[config.mk]
export PLATFORM = sky130hd
export DESIGN_NAME = bcd_adjust
export DESIGN_NICKNAME = d
export VERILOG_FILES = /design/src/rtl/bcd_adjust.sv
export SDC_FILE = /design/constraint.sdc
export NUM_CORES = 1
export LEC_CHECK = 0
export ABC_AREA = 1
export BUFFER_PORTS_ARGS = -buffer_cell sky130_fd_sc_hd__buf_2
export CAP_MARGIN = 30
export CORE_MARGIN = 3
export CORE_UTILIZATION = 35
export DETAILED_ROUTE_END_ITERATION = 8
export REMOVE_ABC_BUFFERS = 1
export SLEW_MARGIN = 20
export SYNTH_ARGS = -nofsm -noshare
export SYNTH_HDL_FRONTEND = slang
export SYNTH_SLANG_ARGS = --single-unit
[constraint.sdc]
create_clock -name vclk -period 4.7
set_input_delay 0.47 -clock vclk [all_inputs]
set_output_delay 0.47 -clock vclk [all_outputs]
set_load 0.01 [all_outputs]
[src/rtl/bcd_adjust.sv]
module bcd_adjust (
  input  logic [7:0] acc_in,
  input  logic       half_in,
  input  logic       carry_in,
  input  logic       sub_in,
  output logic [7:0] acc_out,
  output logic       sign_out,
  output logic       zero_out,
  output logic       half_out,
  output logic       parity_out,
  output logic       sub_out,
  output logic       carry_out,
  output logic       bit3_copy,
  output logic       bit5_copy
);
  localparam logic [7:0] ADD_LO   = 8'h06;
  localparam logic [7:0] ADD_HI   = 8'h60;
  localparam logic [7:0] ADD_BOTH = 8'h66;
  localparam logic [7:0] SUB_LO   = 8'hFA;
  localparam logic [7:0] SUB_HI   = 8'hA0;
  localparam logic [7:0] SUB_BOTH = 8'h9A;

  logic       fix_lo;
  logic       fix_hi;
  logic [7:0] corr;
  logic [3:0] lo_nib;

  assign lo_nib = acc_in[3:0];
  assign fix_lo = (lo_nib > 4'h9) | half_in;
  assign fix_hi = (acc_in > 8'h99) | carry_in;

  always_comb begin
    unique case ({sub_in, fix_hi, fix_lo})
      3'b001:  corr = ADD_LO;
      3'b010:  corr = ADD_HI;
      3'b011:  corr = ADD_BOTH;
      3'b101:  corr = SUB_LO;
      3'b110:  corr = SUB_HI;
      3'b111:  corr = SUB_BOTH;
      default: corr = 8'h00;
    endcase
  end

  assign acc_out = acc_in + corr;

  always_comb begin
    if (!sub_in)       half_out = (lo_nib >= 4'hA);
    else if (half_in)  half_out = (lo_nib < 4'h6);
    else               half_out = 1'b0;
  end

  assign sign_out   = acc_out[7];
  assign zero_out   = (acc_out == 8'h00);
  assign parity_out = ~^acc_out;
  assign bit3_copy  = acc_out[3];
  assign bit5_copy  = acc_out[5];
  assign sub_out    = sub_in;
  assign carry_out  = carry_in | fix_hi;
endmodule

# == Word-level counts from Yosys, hierarchy flattened ==
# Index checks and enable logic that the tools add are counted.
# totals
register_bits,0
wordCells,19
# op_classes
addsub,1
n_lt_le_gt_ge,4
n_eq_ne,6
muxes,3
n_bitwise,3
n_reduce_logical,2
# ops
cell,count
8-bit case mux with 6 select lines,1
"3-bit == test, second input constant",3
8-bit adder,1
"8-bit greater-than comparator, second input constant",1
8-bit zero test,1
8-bit XNOR reduction,1
"3-bit by 2-bit == test with 1-bit output, second input constant",2
"4-bit >= comparator, second input constant",1
"4-bit greater-than comparator, second input constant",1
"4-bit by 3-bit less-than comparator with 1-bit output, second input constant",1
"3-bit by 1-bit == test with 1-bit output, second input constant",1
1-bit OR,3
1-bit two-way mux,2

# == Depth between registers and ports, before layout ==
# Gate-level depths: netlist of the first run.
# logic_depth
ltp_word,6
mapped_depth,23

# == Least setup slack after synthesis of the first run ==
# No wires, ideal clock.
# synth_timing
path_type,input to output
from,input port acc_in[1]
to,output port parity_out
arrival_ns,2.632
t_required_ns,4.230
path_slack_ns,1.598
path_stages,15
path_cell_list,inv_1 nand2_2 nand2_1 inv_2 nor2_4 inv_2 ha_1 fa_1 nand2_1 nand3_1 xor2_1 inv_1 ha_1 xnor2_1 xnor2_1
# synth_via
elab_chain_len,6
word_cells_on_any_way,13
# synth_rtl
element,line,source
start: declaration,2,"input logic [7:0] acc_in,"
8-bit greater-than comparator or 4-bit greater-than comparator (tied branches),"30, 29",
"1-bit OR, on equally long branches","30, 29",
"3-bit == test, or another cell as far along",33,"unique case ({sub_in, fix_hi, fix_lo})"
8-bit case mux with 6 select lines,33,
8-bit adder *,44,assign acc_out = acc_in + corr;
net bit5_copy,14,output logic bit5_copy
8-bit XNOR reduction *,54,assign parity_out = ~^acc_out;
end: declaration,10,"output logic parity_out,"
# Mark *: on every way through the listed nets, which the timed path passes. The rest lies on a longest branch.

# == Worst setup path in the final report of the first run ==
# layout_timing
from,input port acc_in[2]
to,output port parity_out
# layout_via
elab_chain_len,6
word_cells_on_any_way,13
# layout_rtl
element,line
8-bit greater-than comparator or 4-bit greater-than comparator (tied branches),"30, 29"
"1-bit OR, on equally long branches","30, 29"
"3-bit == test, or another cell as far along",33
8-bit case mux with 6 select lines,33
8-bit adder *,44
8-bit XNOR reduction *,54
# Every way passes the cells marked *; elsewhere a longest branch is shown, timed or not.

==> flow_summary.json, run 1 <==
{
  "tightestPinTransition_ns": 0.211,
  "first_pass_iters": 4,
  "syn_area_per_cell_um2": 6.20,
  "finalHoldViolCount": 0,
  "rows": 14,
  "drt_iter0_markers": 6,
  "grt_use_total_pct": 10.3,
  "whs_ns": 1.14,
  "synth-compound-area-share_pct": 7.01,
  "cts.hold.buffers_added": 0,
  "synth_fa_ha_area_share_pct": 24.6,
  "overflow": 0,
  "syn_inst": 95,
  "synth_xor_area_share_pct": 10.4,
  "cp_common_cell": "inv_2",
  "nets": 141,
  "diodes": 0,
  "max_stage_delay_ns": 0.33,
  "min_path_type": "in2out",
  "dp_cells": 133,
  "nFlopsAndLatches": 0,
  "whs_path_depth": 2,
  "die_w_um": 47.0,
  "status": "finished clean",
  "final_cells": 133,
  "top_layer": "met3",
  "syn_area_um2": 589,
  "gp_congestion": 0.725,
  "grt_max_degree": 8,
  "finalSetupTns_ns": 0,
  "fmax_mhz": 290,
  "postCtsSetupBuffers": 0,
  "crit_fanout": 5,
  "start_kind": "input pin",
  "coreArea_um2": 1540,
  "hp-start": "acc_in[0]",
  "netlist-cell-type-count": 20,
  "layout-drive-gt1-share_pct": 42.7,
  "power.total_w": 0.000165,
  "synth_top_family_by_area": "simple AND/OR/NAND/NOR gates",
  "port_buffers": 27,
  "critPathTopFamily": "simple AND/OR/NAND/NOR gates",
  "crit_required_ns": 4.23,
  "slowest_stage": "ha_1",
  "leakagePower_nw": 0.447,
  "powerDensity_nw_per_um2": 233,
  "hpwlAfterDp_um": 1080,
  "die_h_um": 47.0,
  "critPathKind": "in2out",
  "synth-seq-area-share_pct": 0,
  "period_share_pct": 73.4,
  "syn2layout_area_growth_pct": 20.0,
  "antenna_left": 0,
  "routed-via-count": 602,
  "cts-resized-gates": 0,
  "grt_first_pass_wirelength_um": 1780,
  "wl_um": 1100,
  "maxSlewViolCount": 0,
  "route.met2.wl_um": 532,
  "rsz0062_at_grt": "false",
  "crit_buf_inv": 8,
  "path_cells": "buf_2 > inv_2 > nand2_2 > nand2_1 > inv_2 > nor2_4 > inv_2 > nand2_2 > inv_2 > o21ai_2 > inv_1 > ha_1 > a21oi_1 > nand4_1 > nand2_2 > inv_2 > nand2_1 > nand2_1 > ha_1 > xnor2_1 > xnor2_1 > buf_2",
  "pin_count": 27,
  "vias_per_cell": 4.53,
  "final-seq-area_um2": 0,
  "grt_pass1_vias": 462,
  "dieArea_um2": 2210,
  "setup_violations": 0,
  "wl_per_cell_um": 8.29,
  "maxCapViolCount": 0,
  "min_period_ns": 3.45,
  "wl_met3_um": 65,
  "drc": 0,
  "end_kind": "output port",
  "clock_buffers": 0,
  "synth-simple-area-share_pct": 38.9,
  "ir_drop_mv": 0.126,
  "worst_slew_margin_rel_pct": 85.8,
  "m1WireLength_um": 506,
  "initial_core_util_pct": 38.2,
  "yosysWarnings": 0,
  "synthMuxAreaShare_pct": 0,
  "antenna_found_initial": 0,
  "whs_endpoint": "acc_out[0]",
  "cp.arrival_ns": 2.98
}
[routing by layer]
metal | vias to the layer above | GRT usage [%]
met4 | 0 | 0
met1 | 255 | 14.9
met2 | 13 | 18.4
li1 | 334 | -
met5 | - | 0
met3 | 0 | 0
[synth_stat cells (all sizes together)]
master / count / share of area (%)
o21ai: 2 / 2.3
nand3: 7 / 7.6
fa: 1 / 3.4
nand4: 1 / 1.1
xor2: 3 / 4.5
nand2: 31 / 24
xnor2: 4 / 5.9
ha: 10 / 21
nor2: 7 / 6.2
buf: 5 / 6.4
a21oi: 4 / 4.7
inv: 20 / 13
[how the worst max path moves through the flow]
stage | start | to | cells past startpoint
global route | acc_in[2] | parity_out | 22
CTS | acc_in[2] | parity_out | 22
floorplan | acc_in[1] | parity_out | 15
finish | acc_in[2] | parity_out | 22
detailed placement | acc_in[2] | parity_out | 22
global placement | acc_in[2] | parity_out | 22
[final cells by class]
class / count / area [um^2]
Fill cell: 174 / 835
Tap cell: 16 / 20.0
Multi-Input combinational cell: 70 / 477
Timing Repair Buffer: 27 / 135
Inverter: 20 / 75.1
[cell usage in the layout, fill, tap and decap left out, types with 2 or more instances in the layout]
cell / Yosys / final
nand2_1: 23 / 23
a21oi_1: 2 / 2
buf_2: 0 / 27
inv_1: 12 / 12
nand3_2: 2 / 2
nand3_1: 5 / 5
xnor2_1: 4 / 4
a21oi_2: 2 / 2
nor2_1: 5 / 5
ha_1: 10 / 10
inv_2: 8 / 8
xor2_1: 3 / 3
nand2_2: 7 / 7
[metrics by stage]
stage	utilization, %	instance area (um^2)	worst slack (ns)
2_1_floorplan	-	552	1.48
3_3_place_gp	45.9	707	1.25
3_5_place_dp	45.9	707	1.22
4_1_cts	45.9	707	1.20
5_1_grt	45.9	707	0.941
6_report	45.9	707	1.25
[power breakdown]
group | internal (W) | switching (W)
Sequential | 0 | 0
Clock | 0 | 0
Combinational | 0.0000742 | 0.0000907
Total | 0.0000742 | 0.0000907
[kinds of logic after synthesis]
| group | after synthesis |
|---|---|
| adders and majority gates | 11 |
| xor gates and xnor gates | 7 |
| AOI/OAI and AO/OA | 6 |
| buffers and inverters | 25 |
| and+or+nand+nor | 46 |
(Power assumes the default switching activity.)
==> run 2, diff against run 1 <==
PLACE_DENSITY = 0.65   (was not set)
clock period = 3 ns   (was 4.7 ns; I/O delays follow)
==> run 2 against run 1 <==
Compared with the run above: routed wire length is 27% higher; total power is 94% higher; count of clock-buffer cells in the layout stayed put; sequential share of layout area stayed put; core utilization is 9.1 points higher; die area stayed put; cell area is 20% higher.
==> flow_summary.json, run 2 (synthesized netlist as in run 1, its figures left out) <==
{
  "start_kind": "input pin",
  "final-seq-area_um2": 0,
  "slowest_stage": "ha_1",
  "grt_pass1_vias": 573,
  "setup_violations": 0,
  "critPathKind": "in2out",
  "die_h_um": 47.0,
  "power.total_w": 0.000320,
  "status": "finished clean",
  "wl_per_cell_um": 9.76,
  "cts.hold.buffers_added": 0,
  "nFlopsAndLatches": 0,
  "final_cells": 143,
  "end_kind": "output port",
  "clock_buffers": 0,
  "routed-via-count": 631,
  "overflow": 0,
  "cp.arrival_ns": 2.65,
  "first_pass_iters": 3,
  "antenna_left": 0,
  "wl_um": 1400,
  "final_cell_mix": "buf_2 (27), nand2_1 (20), inv_1 (11)",
  "drt_iter0_markers": 2,
  "place_ws_ns": -0.00829,
  "sequentialPowerShare_pct": 0,
  "p_int_w": 0.000157,
  "p_switching_w": 0.000163,
  "gp_congestion": 0.765,
  "layout-drive-gt1-share_pct": 55.1,
  "coreArea_um2": 1540,
  "crit_required_ns": 2.70,
  "powerDensity_nw_per_um2": 377,
  "fmax_mhz": 340,
  "p_comb_share_pct": 100.0,
  "cp_common_cell": "nand2_2",
  "leakagePower_nw": 0.502,
  "pin_count": 27,
  "dpl-instance-area_um2": 782,
  "port_buffers": 27,
  "path_cells": "buf_2 > inv_1 > nand2_2 > nand2_2 > inv_2 > nor2_4 > inv_2 > nand2_4 > buf_4 > xnor2_1 > ha_1 > nand2_2 > inv_2 > nand2_1 > nand4_1 > nand2_2 > inv_2 > nand2_1 > nand2_2 > ha_4 > xnor2_2 > xnor2_1 > buf_2",
  "die_w_um": 47.0,
  "maxSlewViolCount": 0,
  "final_common_cell": "buf_2",
  "vias_per_cell": 4.41,
  "antenna_found_initial": 0,
  "drc": 0,
  "min_path_type": "in2out",
  "dieArea_um2": 2210,
  "grt_max_degree": 8,
  "maxCapViolCount": 0,
  "period_share_pct": 98.2,
  "p_sw_share_pct": 51.0,
  "initial_core_util_pct": 38.2,
  "postCtsSetupBuffers": 0,
  "nets": 151,
  "fin_ws_ns": 0.0545,
  "worst_slew_margin_rel_pct": 86.4,
  "rows": 14,
  "rsz0062_at_grt": "true",
  "fill_cells": 147,
  "diodes": 0,
  "fin_area_um2": 847,
  "dp_cells": 143,
  "grt_first_pass_wirelength_um": 2280,
  "max_stage_delay_ns": 0.28,
  "tightestPinTransition_ns": 0.203,
  "pwr-share-clk_pct": 0,
  "crit_fanout": 3,
  "hpwlAfterDp_um": 1190,
  "ir_drop_mv": 0.276,
  "utilization_pct": 55.0,
  "finalHoldViolCount": 0,
  "min_period_ns": 2.95,
  "grt_use_total_pct": 13.4,
  "syn2layout_area_growth_pct": 43.7
}
==> run 2: changes by cell type in the layout (fill, tap and decap cells not counted), sizes merged <==
cell,previous run,this run
buf,27,37
==> run 2: critical path: cells and delay by family <==
kind                     cells  cell delay [ns]
buffers and inverters        8             0.62
AND/OR/NAND/NOR             10             0.75
adder cells (fa/ha/maj)      2             0.55
XOR/XNOR                     3             0.43
==> run 2: layout make-up <==
class,instances,area (um^2),share of cell area [%]
inverter,20,77.6,9.16
multi-input combinational,70,539,63.7
tap,16,20.0,2.36
timing repair buffer,37,210,24.8
==> run 2: per-layer routing <==
metal	up-vias	part of all wire (%)	wire length (um)	GRT usage [%]
met5	-	0	0	0
met4	0	0	0	0
met3	0	4.4	62	0
met2	12	52	728	25.2
met1	269	43	605	18.1
li1	350	-	-	-
==> run 2: metrics by stage <==
stage | hold WS [ns] | setup TNS [ns]
after floorplan | 0.600 | 0
after global placement | 0.803 | 0
after detailed placement | 0.801 | -0.00829
after CTS | 0.801 | 0
after global routing | 0.820 | -0.0839
final | 0.801 | 0
==> run 2: path summary, 6_finish.rpt <==
check,slack (ns),endpoint,startpoint,cells after the start
setup / recovery,0.05,parity_out,acc_in[1],23
hold / removal,0.80,acc_out[0],acc_in[0],2
==> run 2: power groups by stage <==
| stage | registers (W) | logic (W) | clock network (W) |
|---|---|---|---|
| global route | 0 | 0.000359 | 0 |
| global placement | 0 | 0.000283 | 0 |
| detailed placement | 0 | 0.000289 | 0 |
| finish | 0 | 0.000320 | 0 |
| CTS | 0 | 0.000304 | 0 |
| floorplan | 0 | 0.000183 | 0 |
==> run 2: timing repair <==
item | 4_1_cts | 5_1_grt
setup endpoints to repair | 1 | 1
pin swaps | 1 | 4
gates resized for setup | 1 | 11
==> run 3, diff against run 2 <==
CELL_PAD_IN_SITES_DETAIL_PLACEMENT = 0   (was not set)
CELL_PAD_IN_SITES_GLOBAL_PLACEMENT = 2   (was not set)
CORE_UTILIZATION = 22   (was 35)
PLACE_DENSITY = not set   (was 0.65)
PLACE_DENSITY_LB_ADDON = 0.1   (was not set)
SLEW_MARGIN = not set   (was 20)
==> run 3 against run 2 <==
Compared with the run above: non-clock buffer count increased by 4; largest power group unchanged; critical endpoint unchanged; critical path type unchanged; via count increased by 3.6%; first-iteration DRC count increased to 4.5 times the previous value; fmax increased by 2.1%; hold slack improved by 0.0041 ns.
==> flow_summary.json, run 3 (synthesized netlist as in run 1, its figures left out) <==
{
  "pin_count": 27,
  "fmax_mhz": 347,
  "vias_per_cell": 4.06,
  "status": "finished clean",
  "nFlopsAndLatches": 0,
  "final-seq-area_um2": 0,
  "period_share_pct": 96.2,
  "dieArea_um2": 3340,
  "first_pass_iters": 2,
  "maxSlewViolCount": 0,
  "coreArea_um2": 2520,
  "tightestPinTransition_ns": 0.192,
  "grt_use_total_pct": 8.25,
  "layout-drive-gt1-share_pct": 58.8,
  "hp-start": "acc_in[0]",
  "die_h_um": 57.8,
  "ir_drop_mv": 0.297,
  "start_kind": "input pin",
  "die_w_um": 57.8,
  "end_kind": "output port",
  "cts.hold.buffers_added": 0,
  "clock_buffers": 0,
  "antenna_left": 0,
  "grt_first_pass_wirelength_um": 2300,
  "min_path_type": "in2out",
  "syn2layout_area_growth_pct": 55.0,
  "wl_per_cell_um": 9.24,
  "final_common_cell": "buf_2",
  "drt_iter0_markers": 9,
  "critPathLaunch": "acc_in[1]",
  "rows": 18,
  "grt_pass1_vias": 539,
  "fin_ws_ns": 0.115,
  "antenna_found_initial": 0,
  "grt_max_degree": 8,
  "crit_fanout": 3,
  "drc": 0,
  "crit_required_ns": 2.70,
  "min_period_ns": 2.88,
  "initial_core_util_pct": 23.4,
  "utilization_pct": 36.2,
  "hpwlAfterDp_um": 1350,
  "wl_um": 1490,
  "maxCapViolCount": 0,
  "gp_congestion": 0.793,
  "routed-via-count": 654,
  "final_cell_mix": "buf_2 (27), nand2_1 (21), buf_4 (14)",
  "worst_slew_margin_rel_pct": 87.1,
  "cp.arrival_ns": 2.58,
  "rsz0062_at_grt": "true",
  "port_buffers": 27,
  "place_ws_ns": -0.0287,
  "overflow": 0,
  "diodes": 0,
  "powerDensity_nw_per_um2": 367,
  "critPathKind": "in2out",
  "finalHoldViolCount": 0,
  "leakagePower_nw": 0.532,
  "nets": 155,
  "setup_violations": 0
}
[run 3: cell count changes in the layout (fill, tap and decap cells not counted), sizes merged]
| cell | delta |
|---|---|
| buf | +4 |
[run 3: path summary, 6_finish.rpt]
check	cells past startpoint	to	slack, ns
max	24	parity_out	0.12
min	2	acc_out[0]	0.80
[run 3: final cells by class]
type,count,area [um^2]
multi-input combinational,70,558
fill,283,1610
tap,30,37.5
inverter,20,77.6
timing repair buffer,41,240
[run 3: layer usage]
layer  share of wire (%)  up-vias  GRT usage, %
met5                   0        -             0
met1                  46      279          11.8
li1                    -      360             -
met2                  49       15          14.8
met4                   0        0             0
met3                 5.0        0             0
[run 3: timing repair]
item                                    CTS  global route
endpoints found under the setup margin    1             1
pin swaps                                 1             7
setup buffers                             0             1
gates resized for setup                   2            13
[run 3: where the power goes]
part           internal [W]  leakage [nW]  switching (W)
registers                 0             0              0
logic              0.000167         0.532       0.000168
clock network             0             0              0
total              0.000167         0.532       0.000168
[run 3: worst max-delay path, cell delays in order]
cell     delay [ns]
buf_2          0.10
inv_2          0.03
nand2_2        0.07
nand2_2        0.06
inv_2          0.06
nor2_4         0.03
inv_2          0.07
nand2_4        0.06
buf_4          0.14
xnor2_2        0.12
ha_1           0.31
nand2_1        0.08
inv_2          0.04
nand2_1        0.09
nand3_2        0.08
nand2_1        0.07
nand2_2        0.07
inv_2          0.05
nand2_1        0.06
nand2_2        0.08
ha_4           0.20
xnor2_2        0.14
xnor2_1        0.12
buf_2          0.14
[run 3: metrics by stage]
stage               power (W)  hold slack (ns)  TNS, ns  std cells  area, um^2
floorplan            0.000183            0.600        0         90         552
global placement     0.000298            0.801  -0.0126        160         822
detailed placement   0.000300            0.806  -0.0287        160         822
CTS                  0.000316            0.807        0        160         833
global route         0.000370            0.826  -0.0800        161         913
finish               0.000335            0.805        0        161         913
